==> src/rtl/qdac_pkg.sv <==
package qdac_pkg;

  typedef enum logic [1:0] {
    OP_IDLE  = 2'd0,
    OP_WRITE = 2'd1,
    OP_READ  = 2'd2
  } bus_op_e;

  // host port cycle decode: select gates everything
  function automatic bus_op_e decode_op(input logic sel_n, input logic rd_wr);
    if (sel_n)      return OP_IDLE;
    else if (rd_wr) return OP_READ;
    else            return OP_WRITE;
  endfunction

endpackage

==> src/rtl/qdac_sync.sv <==
module qdac_sync #(
  parameter int          W       = 2,
  parameter logic [W-1:0] RST_VAL = '1
) (
  input  logic         clk,
  input  logic         rst,
  input  logic [W-1:0] async_in,
  output logic [W-1:0] sync_out
);
  logic [W-1:0] stage1_q;
  logic [W-1:0] stage2_q;

  always_ff @(posedge clk) begin
    if (rst) begin
      stage1_q <= RST_VAL;
      stage2_q <= RST_VAL;
    end else begin
      stage1_q <= async_in;
      stage2_q <= stage1_q;
    end
  end

  assign sync_out = stage2_q;
endmodule

==> src/rtl/qdac_ldq.sv <==
module qdac_ldq #(
  parameter int MIN_LOAD_CYC = 2
) (
  input  logic clk,
  input  logic rst,
  input  logic strobe_low,
  output logic qualified
);
  localparam int CW = $clog2(MIN_LOAD_CYC + 1);
  localparam logic [CW-1:0] SAT = CW'(MIN_LOAD_CYC);
  localparam logic [CW-1:0] THR = CW'(MIN_LOAD_CYC - 1);

  logic [CW-1:0] low_cnt_q;

  // counts cycles the synchronized strobe has been low, saturating
  always_ff @(posedge clk) begin
    if (rst || !strobe_low)    low_cnt_q <= '0;
    else if (low_cnt_q != SAT) low_cnt_q <= low_cnt_q + 1'b1;
  end

  assign qualified = strobe_low && (low_cnt_q >= THR);
endmodule

==> src/rtl/qdac_bank.sv <==
module qdac_bank
  import qdac_pkg::*;
#(
  parameter int                DATA_W   = 12,
  parameter int                NCH      = 4,
  parameter int                ADDR_W   = 2,
  parameter logic [DATA_W-1:0] CLR_CODE = '0
) (
  input  logic                  clk,
  input  logic                  rst,
  input  bus_op_e               op,
  input  logic [ADDR_W-1:0]     addr,
  input  logic [DATA_W-1:0]     din,
  input  logic                  clr,
  input  logic                  load,
  output logic [NCH*DATA_W-1:0] stage_flat,
  output logic [NCH*DATA_W-1:0] live_flat,
  output logic [DATA_W-1:0]     rd_data,
  output logic                  rd_oe
);
  logic [DATA_W-1:0] stage_q [NCH];
  logic [DATA_W-1:0] live_q  [NCH];

  // staging bank: clear beats host write
  always_ff @(posedge clk) begin
    if (rst || clr) begin
      for (int i = 0; i < NCH; i++) stage_q[i] <= CLR_CODE;
    end else if (op == OP_WRITE) begin
      stage_q[addr] <= din;
    end
  end

  // live bank: clear beats transfer, otherwise hold
  always_ff @(posedge clk) begin
    if (rst || clr) begin
      for (int i = 0; i < NCH; i++) live_q[i] <= CLR_CODE;
    end else if (load) begin
      for (int i = 0; i < NCH; i++) live_q[i] <= stage_q[i];
    end
  end

  // registered readback
  always_ff @(posedge clk) begin
    if (rst || op != OP_READ) begin
      rd_oe   <= 1'b0;
      rd_data <= '0;
    end else begin
      rd_oe   <= 1'b1;
      rd_data <= stage_q[addr];
    end
  end

  for (genvar g = 0; g < NCH; g++) begin : g_flat
    assign stage_flat[g*DATA_W +: DATA_W] = stage_q[g];
    assign live_flat[g*DATA_W +: DATA_W]  = live_q[g];
  end
endmodule

==> src/rtl/qdac_regfront.sv <==
module qdac_regfront
  import qdac_pkg::*;
#(
  parameter int DATA_W       = 12,
  parameter int NCH          = 4,
  parameter int MIN_LOAD_CYC = 2,
  parameter bit CLR_MID      = 1'b1
) (
  input  logic                                clk,
  input  logic                                rst,
  input  logic                                cs_n,
  input  logic                                rw,
  input  logic [$clog2(NCH)-1:0]              addr,
  input  logic [DATA_W-1:0]                   bus_din,
  output logic [DATA_W-1:0]                   bus_dout,
  output logic                                bus_oe,
  input  logic                                load_n,
  input  logic                                clr_n,
  output logic [NCH*DATA_W-1:0]               dac_codes
);
  localparam int ADDR_W = $clog2(NCH);
  localparam logic [DATA_W-1:0] CLR_CODE =
    CLR_MID ? (DATA_W'(1) << (DATA_W - 1)) : '0;

  logic [1:0]            ctl_sync;
  logic                  load_low;
  logic                  load_qual;
  logic                  load_fire;
  logic                  clr_act;
  bus_op_e               op;
  logic [NCH*DATA_W-1:0] stage_flat;

  qdac_sync #(.W(2), .RST_VAL(2'b11)) u_sync (
    .clk      (clk),
    .rst      (rst),
    .async_in ({clr_n, load_n}),
    .sync_out (ctl_sync)
  );

  assign load_low = !ctl_sync[0];
  assign clr_act  = !ctl_sync[1];

  qdac_ldq #(.MIN_LOAD_CYC(MIN_LOAD_CYC)) u_ldq (
    .clk        (clk),
    .rst        (rst),
    .strobe_low (load_low),
    .qualified  (load_qual)
  );

  // transfer only with the host port deselected
  assign load_fire = load_qual && cs_n;
  assign op        = decode_op(cs_n, rw);

  qdac_bank #(
    .DATA_W   (DATA_W),
    .NCH      (NCH),
    .ADDR_W   (ADDR_W),
    .CLR_CODE (CLR_CODE)
  ) u_bank (
    .clk        (clk),
    .rst        (rst),
    .op         (op),
    .addr       (addr),
    .din        (bus_din),
    .clr        (clr_act),
    .load       (load_fire),
    .stage_flat (stage_flat),
    .live_flat  (dac_codes),
    .rd_data    (bus_dout),
    .rd_oe      (bus_oe)
  );
endmodule

==> config.mk <==
export PLATFORM = sky130hd
export DESIGN_NAME = qdac_regfront
export DESIGN_NICKNAME = d
export VERILOG_FILES = /design/src/rtl/qdac_pkg.sv /design/src/rtl/qdac_sync.sv /design/src/rtl/qdac_ldq.sv /design/src/rtl/qdac_bank.sv /design/src/rtl/qdac_regfront.sv
export SDC_FILE = /design/constraint.sdc
export NUM_CORES = 1
export LEC_CHECK = 0
export ABC_AREA = 0
export CAP_MARGIN = 5
export CORE_ASPECT_RATIO = 1.25
export CORE_MARGIN = 8
export CORE_UTILIZATION = 52
export DETAILED_ROUTE_END_ITERATION = 6
export HOLD_SLACK_MARGIN = 0.1
export PLACE_DENSITY = 0.79
export REMOVE_ABC_BUFFERS = 1
export SLEW_MARGIN = 20
export SYNTH_ARGS = -nofsm -noshare
export SYNTH_HDL_FRONTEND = slang
export SYNTH_SLANG_ARGS = --single-unit
==> constraint.sdc <==
create_clock -name clk -period 5.89 [get_ports clk]
set_input_delay 1.178 -clock clk [delete_from_list [all_inputs] [get_ports clk]]
set_output_delay 1.178 -clock clk [all_outputs]
set_load 0.005 [all_outputs]
==> results of run 1 <==
==> stage by stage <==
step	worst slack (ns)	utilization (%)	hold WS [ns]	std cells	area, sq um
after CTS	2.040	69.50	0.4158	523	5981
after global routing	2.315	69.58	0.4218	523	5988
final	2.484	69.58	0.4164	523	5988
after global placement	1.613	63.57	0.3994	491	5470
after floorplan	0.7512	-	0.3895	286	4457
after detailed placement	1.511	63.57	0.4106	491	5470
==> registers in the layout (all words and copies together), names as in the netlist <==
| name | count |
|---|---|
| u_bank.live_q | 48 |
| u_bank.rd_data | 12 |
| u_bank.rd_oe | 1 |
| u_bank.stage_q | 48 |
| u_ldq.low_cnt_q | 2 |
| u_sync.stage1_q | 2 |
| u_sync.sync_out | 2 |
==> layout make-up <==
| cell class | instances | area, sq um |
|---|---|---|
| clock inverter | 9 | 63.81 |
| fill | 601 | 2618 |
| clock buffer | 23 | 446.7 |
| timing repair buffer | 85 | 833.3 |
| multi-input combinational | 158 | 1182 |
| inverter | 13 | 48.80 |
| tap | 120 | 150.1 |
| sequential | 115 | 3263 |
==> synthesized netlist by cell type, types with 4 or more instances <==
cell type / count / share of area, %
nor2_1: 11 / 0.90
o22ai_1: 12 / 1.6
or2_2: 6 / 0.82
edfxtp_1: 96 / 63
nand3b_1: 4 / 0.66
inv_1: 13 / 1.1
and3_1: 44 / 6.0
buf_2: 5 / 0.55
clkbuf_1: 16 / 1.3
nor3_1: 16 / 1.7
dfxtp_1: 19 / 8.3
mux2i_1: 25 / 5.5
nor3_2: 19 / 4.2
==> path summary, 6_finish.rpt <==
path | from | to | slack, ns | cells after the start
max | rst | u_bank.stage_q[1][10] | 2.48 | 3
min | u_sync.stage1_q[0] | u_sync.sync_out[0] | 0.42 | 1
max reg2reg | u_sync.sync_out[1] | u_bank.stage_q[1][10] | 3.52 | 2
min reg2reg | u_sync.stage1_q[0] | u_sync.sync_out[0] | 0.42 | 1
==> metal layers <==
metal  vias to the layer above  GRT usage, %  wire [microns]
li1                       1323             -               -
met1                      1347         16.56            3421
met2                       107         27.75            5066
met3                        14         5.741             571
met4                         0         9.203             217
met5                         -             0               0
==> cell families (layout without fill, tap and decap cells) <==
| group | count (synthesis) | after routing |
|---|---|---|
| AO/OA/AOI/OAI | 17 | 17 |
| XOR/XNOR | 1 | 1 |
| adder cells (fa/ha/maj) | 2 | 2 |
| buffers and inverters | 38 | 130 |
| flip-flops | 115 | 115 |
| multiplexers | 25 | 25 |
| AND/OR/NAND/NOR | 113 | 113 |
==> where the power goes <==
| group | switching (mW) | internal (mW) | total [mW] |
|---|---|---|---|
| clock network | 0.313 | 0.558 | 0.870 |
| logic | 0.0653 | 0.0565 | 0.122 |
| registers | 0.0157 | 0.922 | 0.937 |
==> flow_summary.toml, run 1 <==
[outcome]
status = "complete, no violations"

[timing]
slew_viol_final = 0
worst_pin_slew_ns = 1.011
finalCritPeriodShare_pct = 57.82
finClkSkew_ns = 0.005065
fmax_mhz = 293.6
hold_viol = 0
rsz0062_at_grt = "false"
fin_tns_setup_ns = 0
maxSlewHeadroom_pct = 32.16
min_period_ns = 3.406
setup_viol = 0

[detailed_routing]
drt_first_iter_violations = 188
avgViaCountPerCell = 5.337
ant_nets = 0
drc = 0
wl_microns = 9277
wl_per_cell_microns = 17.74
via_count = 2791
first_pass_iters = 4

[critical_path]
cp.arrival_ns = 3.54
path_cells = "clkdlybuf4s50_1 > or4b_4 > o21ai_1"
end_kind = "register"
crit_family = "compound AO/OA/AOI/OAI gates"
path_buf_inv = 1
path_max_fanout = 50
crit_type = "in2reg"
critPathSlowestCell = "o21ai_1"
slowest_delay_ns = 0.89
critPathLaunchType = "input pin"
critPathRequiredTime_ns = 6.02

[global_routing]
overflow = 0
grt_pass1_vias = 2885
track_usage_pct = 16.10
grt_pass1_wl_microns = 14620
antenna_found_initial = 0
grt_max_degree = 51

[power_and_ir_drop]
totalPowerFinal_mw = 1.930
vdd_drop_max_v = 0.0002362
power_density_nw_per_um2 = 322.2
cellLeakagePower_nw = 2.314

[clock_tree]
cts.reportedPaths.clkPinSlew_ns = 0.05
ctsResizeCount = 0
post_cts.repair.setup_buffers = 0
clock_path_buffers = 2
cts-root-buf = "clkbuf_8"
htree_levels = 4
cts.sink_count = 115
cts_hold_buf = 0
clock_latency_ns = 0.51
cts_tree = "built"
cts_buffers = 17

[yosys]
synth-xor-area-share_pct = 0.1913
synth-adder-area-share_pct = 0.5464
synth_top_family_by_area = "simple AND/OR/NAND/NOR gates"
synth_edf_count = 96
ys.flop_type = "edfxtp_1"
synth_cell_types = 27
synth_cells = 311
yosysSeqAreaShare_pct = 71.26
synthSimpleGateAreaFrac_pct = 16.50
yosysWarnings = 0
synthMuxAreaShare_pct = 5.464
avgSynthCellArea_sq_um = 14.72
synth_area_sq_um = 4579
ys_async_sr_fraction_pct = 0
synth_compound_area_share_pct = 2.295
ys_ff_latch = 115

[floorplanning]
rows = 38
coreArea_sq_um = 8606
dieArea_sq_um = 12080
initial_core_util_pct = 53.21
dieWidth_microns = 99.94
die_h_microns = 120.9
pin_count = 81

[final_layout]
antenna-diode-count = 0
drive_above_1_share_pct = 14.64
layout_commonest_cell = "edfxtp_1"
final_cell_mix = "edfxtp_1, clkdlybuf4s50_1, and3_1, mux2i_1"
area_growth_pct = 30.76
fin_nets = 412

[placement]
gp_congestion = 0.7464
port_buffers = 80
hpwl_microns = 6041

[worst_hold_path]
hold_class = "reg2reg"

[run]
maxCapViolCount = 0
(Power assumes the default switching activity.)
==> run 2, diff against run 1 <==
--- a/config.mk
+++ b/config.mk
@@ -9,10 +9,10 @@
 export CAP_MARGIN = 5
 export CORE_ASPECT_RATIO = 1.25
 export CORE_MARGIN = 8
-export CORE_UTILIZATION = 52
+export CORE_UTILIZATION = 47
 export DETAILED_ROUTE_END_ITERATION = 6
 export HOLD_SLACK_MARGIN = 0.1
-export PLACE_DENSITY = 0.79
+export PLACE_DENSITY = 0.75
 export REMOVE_ABC_BUFFERS = 1
 export SLEW_MARGIN = 20
 export SYNTH_ARGS = -nofsm -noshare
==> constraint.sdc (replaced) <==
create_clock -name clk -period 3.1 [get_ports clk]
set_input_delay 0.62 -clock clk [delete_from_list [all_inputs] [get_ports clk]]
set_output_delay 0.62 -clock clk [all_outputs]
set_load 0.005 [all_outputs]
==> flow_summary.toml, run 2 (synthesized netlist as in run 1, its figures left out) <==
[critical_path]
path_cells = "clkdlybuf4s50_1 > or4b_2 > o21ai_1 > buf_4"
end_kind = "register"
slowest_delay_ns = 0.82
critPathRequiredTime_ns = 3.21
crit_type = "in2reg"
critPathLaunchType = "input pin"
cp.arrival_ns = 2.43
path_buf_inv = 2
crit_family = "simple AND/OR/NAND/NOR gates"
critPathSlowestCell = "or4b_2"
path_max_fanout = 8

[final_layout]
area_growth_pct = 34.62
top_regs = "u_bank.live_q: 48 flops, u_bank.stage_q: 48 flops, u_bank.rd_data: 12 flops"
fin_nets = 422
final_cell_mix = "edfxtp_1, clkdlybuf4s50_1, and3_1, mux2i_1"
drive_above_1_share_pct = 17.43
antenna-diode-count = 0
layout_commonest_cell = "edfxtp_1"

[placement]
gp_congestion = 0.7741
port_buffers = 80
pre_cts_slack_ns = 0.3861
hpwl_microns = 6312

[detailed_routing]
avgViaCountPerCell = 5.202
ant_nets = 0
drt_first_iter_violations = 128
first_pass_iters = 4
drc = 0
via_count = 2804
wl_per_cell_microns = 17.81
wl_microns = 9601

[timing]
min_period_ns = 2.312
finalCritPeriodShare_pct = 74.59
maxSlewHeadroom_pct = 41.75
slew_viol_final = 0
hold_viol = 0
rsz0062_at_grt = "false"
fin_ws_ns = 0.7876
holdWs_ns = 0.4138
finClkSkew_ns = 0.006768
setup_viol = 0
worst_pin_slew_ns = 0.8686
fmax_mhz = 432.5

[floorplanning]
coreArea_sq_um = 9559
pin_count = 81
dieWidth_microns = 104.3
die_h_microns = 126.4
dieArea_sq_um = 13180
initial_core_util_pct = 47.91
rows = 40

[clock_tree]
cts_tree = "built"
clock_path_buffers = 2
cts_buffers = 17
post_cts.repair.setup_buffers = 0
htree_levels = 4
cts_hold_buf = 0
ctsResizeCount = 0
cts.sink_count = 115
clock_latency_ns = 0.41
cts-root-buf = "clkbuf_16"
cts.reportedPaths.clkPinSlew_ns = 0.05

[power_and_ir_drop]
seqPwrFrac_pct = 44.5
vdd_drop_max_v = 0.0004257
combPwrFrac_pct = 6.0
pwr-share-clk_pct = 49.4
p_int_mw = 3.234
switching_share_pct = 19.13
power_density_nw_per_um2 = 648.8
switchingPower_uw = 765.1
cellLeakagePower_nw = 2.404

[outcome]
status = "complete, no violations"

[run]
maxCapViolCount = 0

[global_routing]
overflow = 0
antenna_found_initial = 0
grt_pass1_vias = 2941
grt_pass1_wl_microns = 15000
grt_max_degree = 51
track_usage_pct = 14.94

[worst_hold_path]
hold_class = "reg2reg"
-- run 2: metrics by stage --
| stage | TNS [ns] | std cells | instance area, sq um | power (mW) | util, % |
|---|---|---|---|---|---|
| final | 0 | 539 | 6165 | 4.000 | 64.49 |
| after global routing | 0 | 539 | 6165 | 4.105 | 64.49 |
| after CTS | 0 | 539 | 6165 | 4.022 | 64.49 |
| after detailed placement | 0 | 507 | 5553 | 2.051 | 58.09 |
| after global placement | 0 | 507 | 5553 | 2.043 | 58.09 |
| after floorplan | -81.90 | 286 | 4457 | 1.896 | - |
-- run 2: routing by layer --
layer  part of all wire [%]  wire length, microns  GRT usage [%]
met1                     37                  3590          14.49
met2                     56                  5332          27.25
met3                    5.6                   540          5.319
met4                    1.4                   137          7.600
met5                      0                     0              0
-- run 2: layout make-up --
| type | count | area [sq um] |
|---|---|---|
| repair buffers | 95 | 908.4 |
| clock buffers | 28 | 516.7 |
| multi-input cells | 158 | 1175 |
| inverters | 13 | 48.80 |
| flip-flops and latches | 115 | 3263 |
| well taps | 126 | 157.7 |
| fillers | 687 | 3395 |
| clock inverters | 4 | 95.09 |
-- run 2: final timing paths --
kind / end / slack, ns / depth (start not counted) / start
setup reg to reg: u_bank.stage_q[1][6] / 0.98 / 4 / u_sync.sync_out[1]
setup / recovery: u_bank.stage_q[1][6] / 0.79 / 4 / cs_n
hold reg to reg: u_sync.sync_out[0] / 0.41 / 1 / u_sync.stage1_q[0]
hold / removal: u_sync.sync_out[0] / 0.41 / 1 / u_sync.stage1_q[0]
-- run 2: power groups by stage --
stage          combinational [mW]  clock (mW)  sequential, mW
4_1_cts                     0.245        2.00            1.78
2_1_floorplan              0.0845           0            1.81
3_5_place_dp                0.242           0            1.81
5_1_grt                     0.259        2.06            1.79
3_3_place_gp                0.236           0            1.81
6_report                    0.241        1.98            1.78
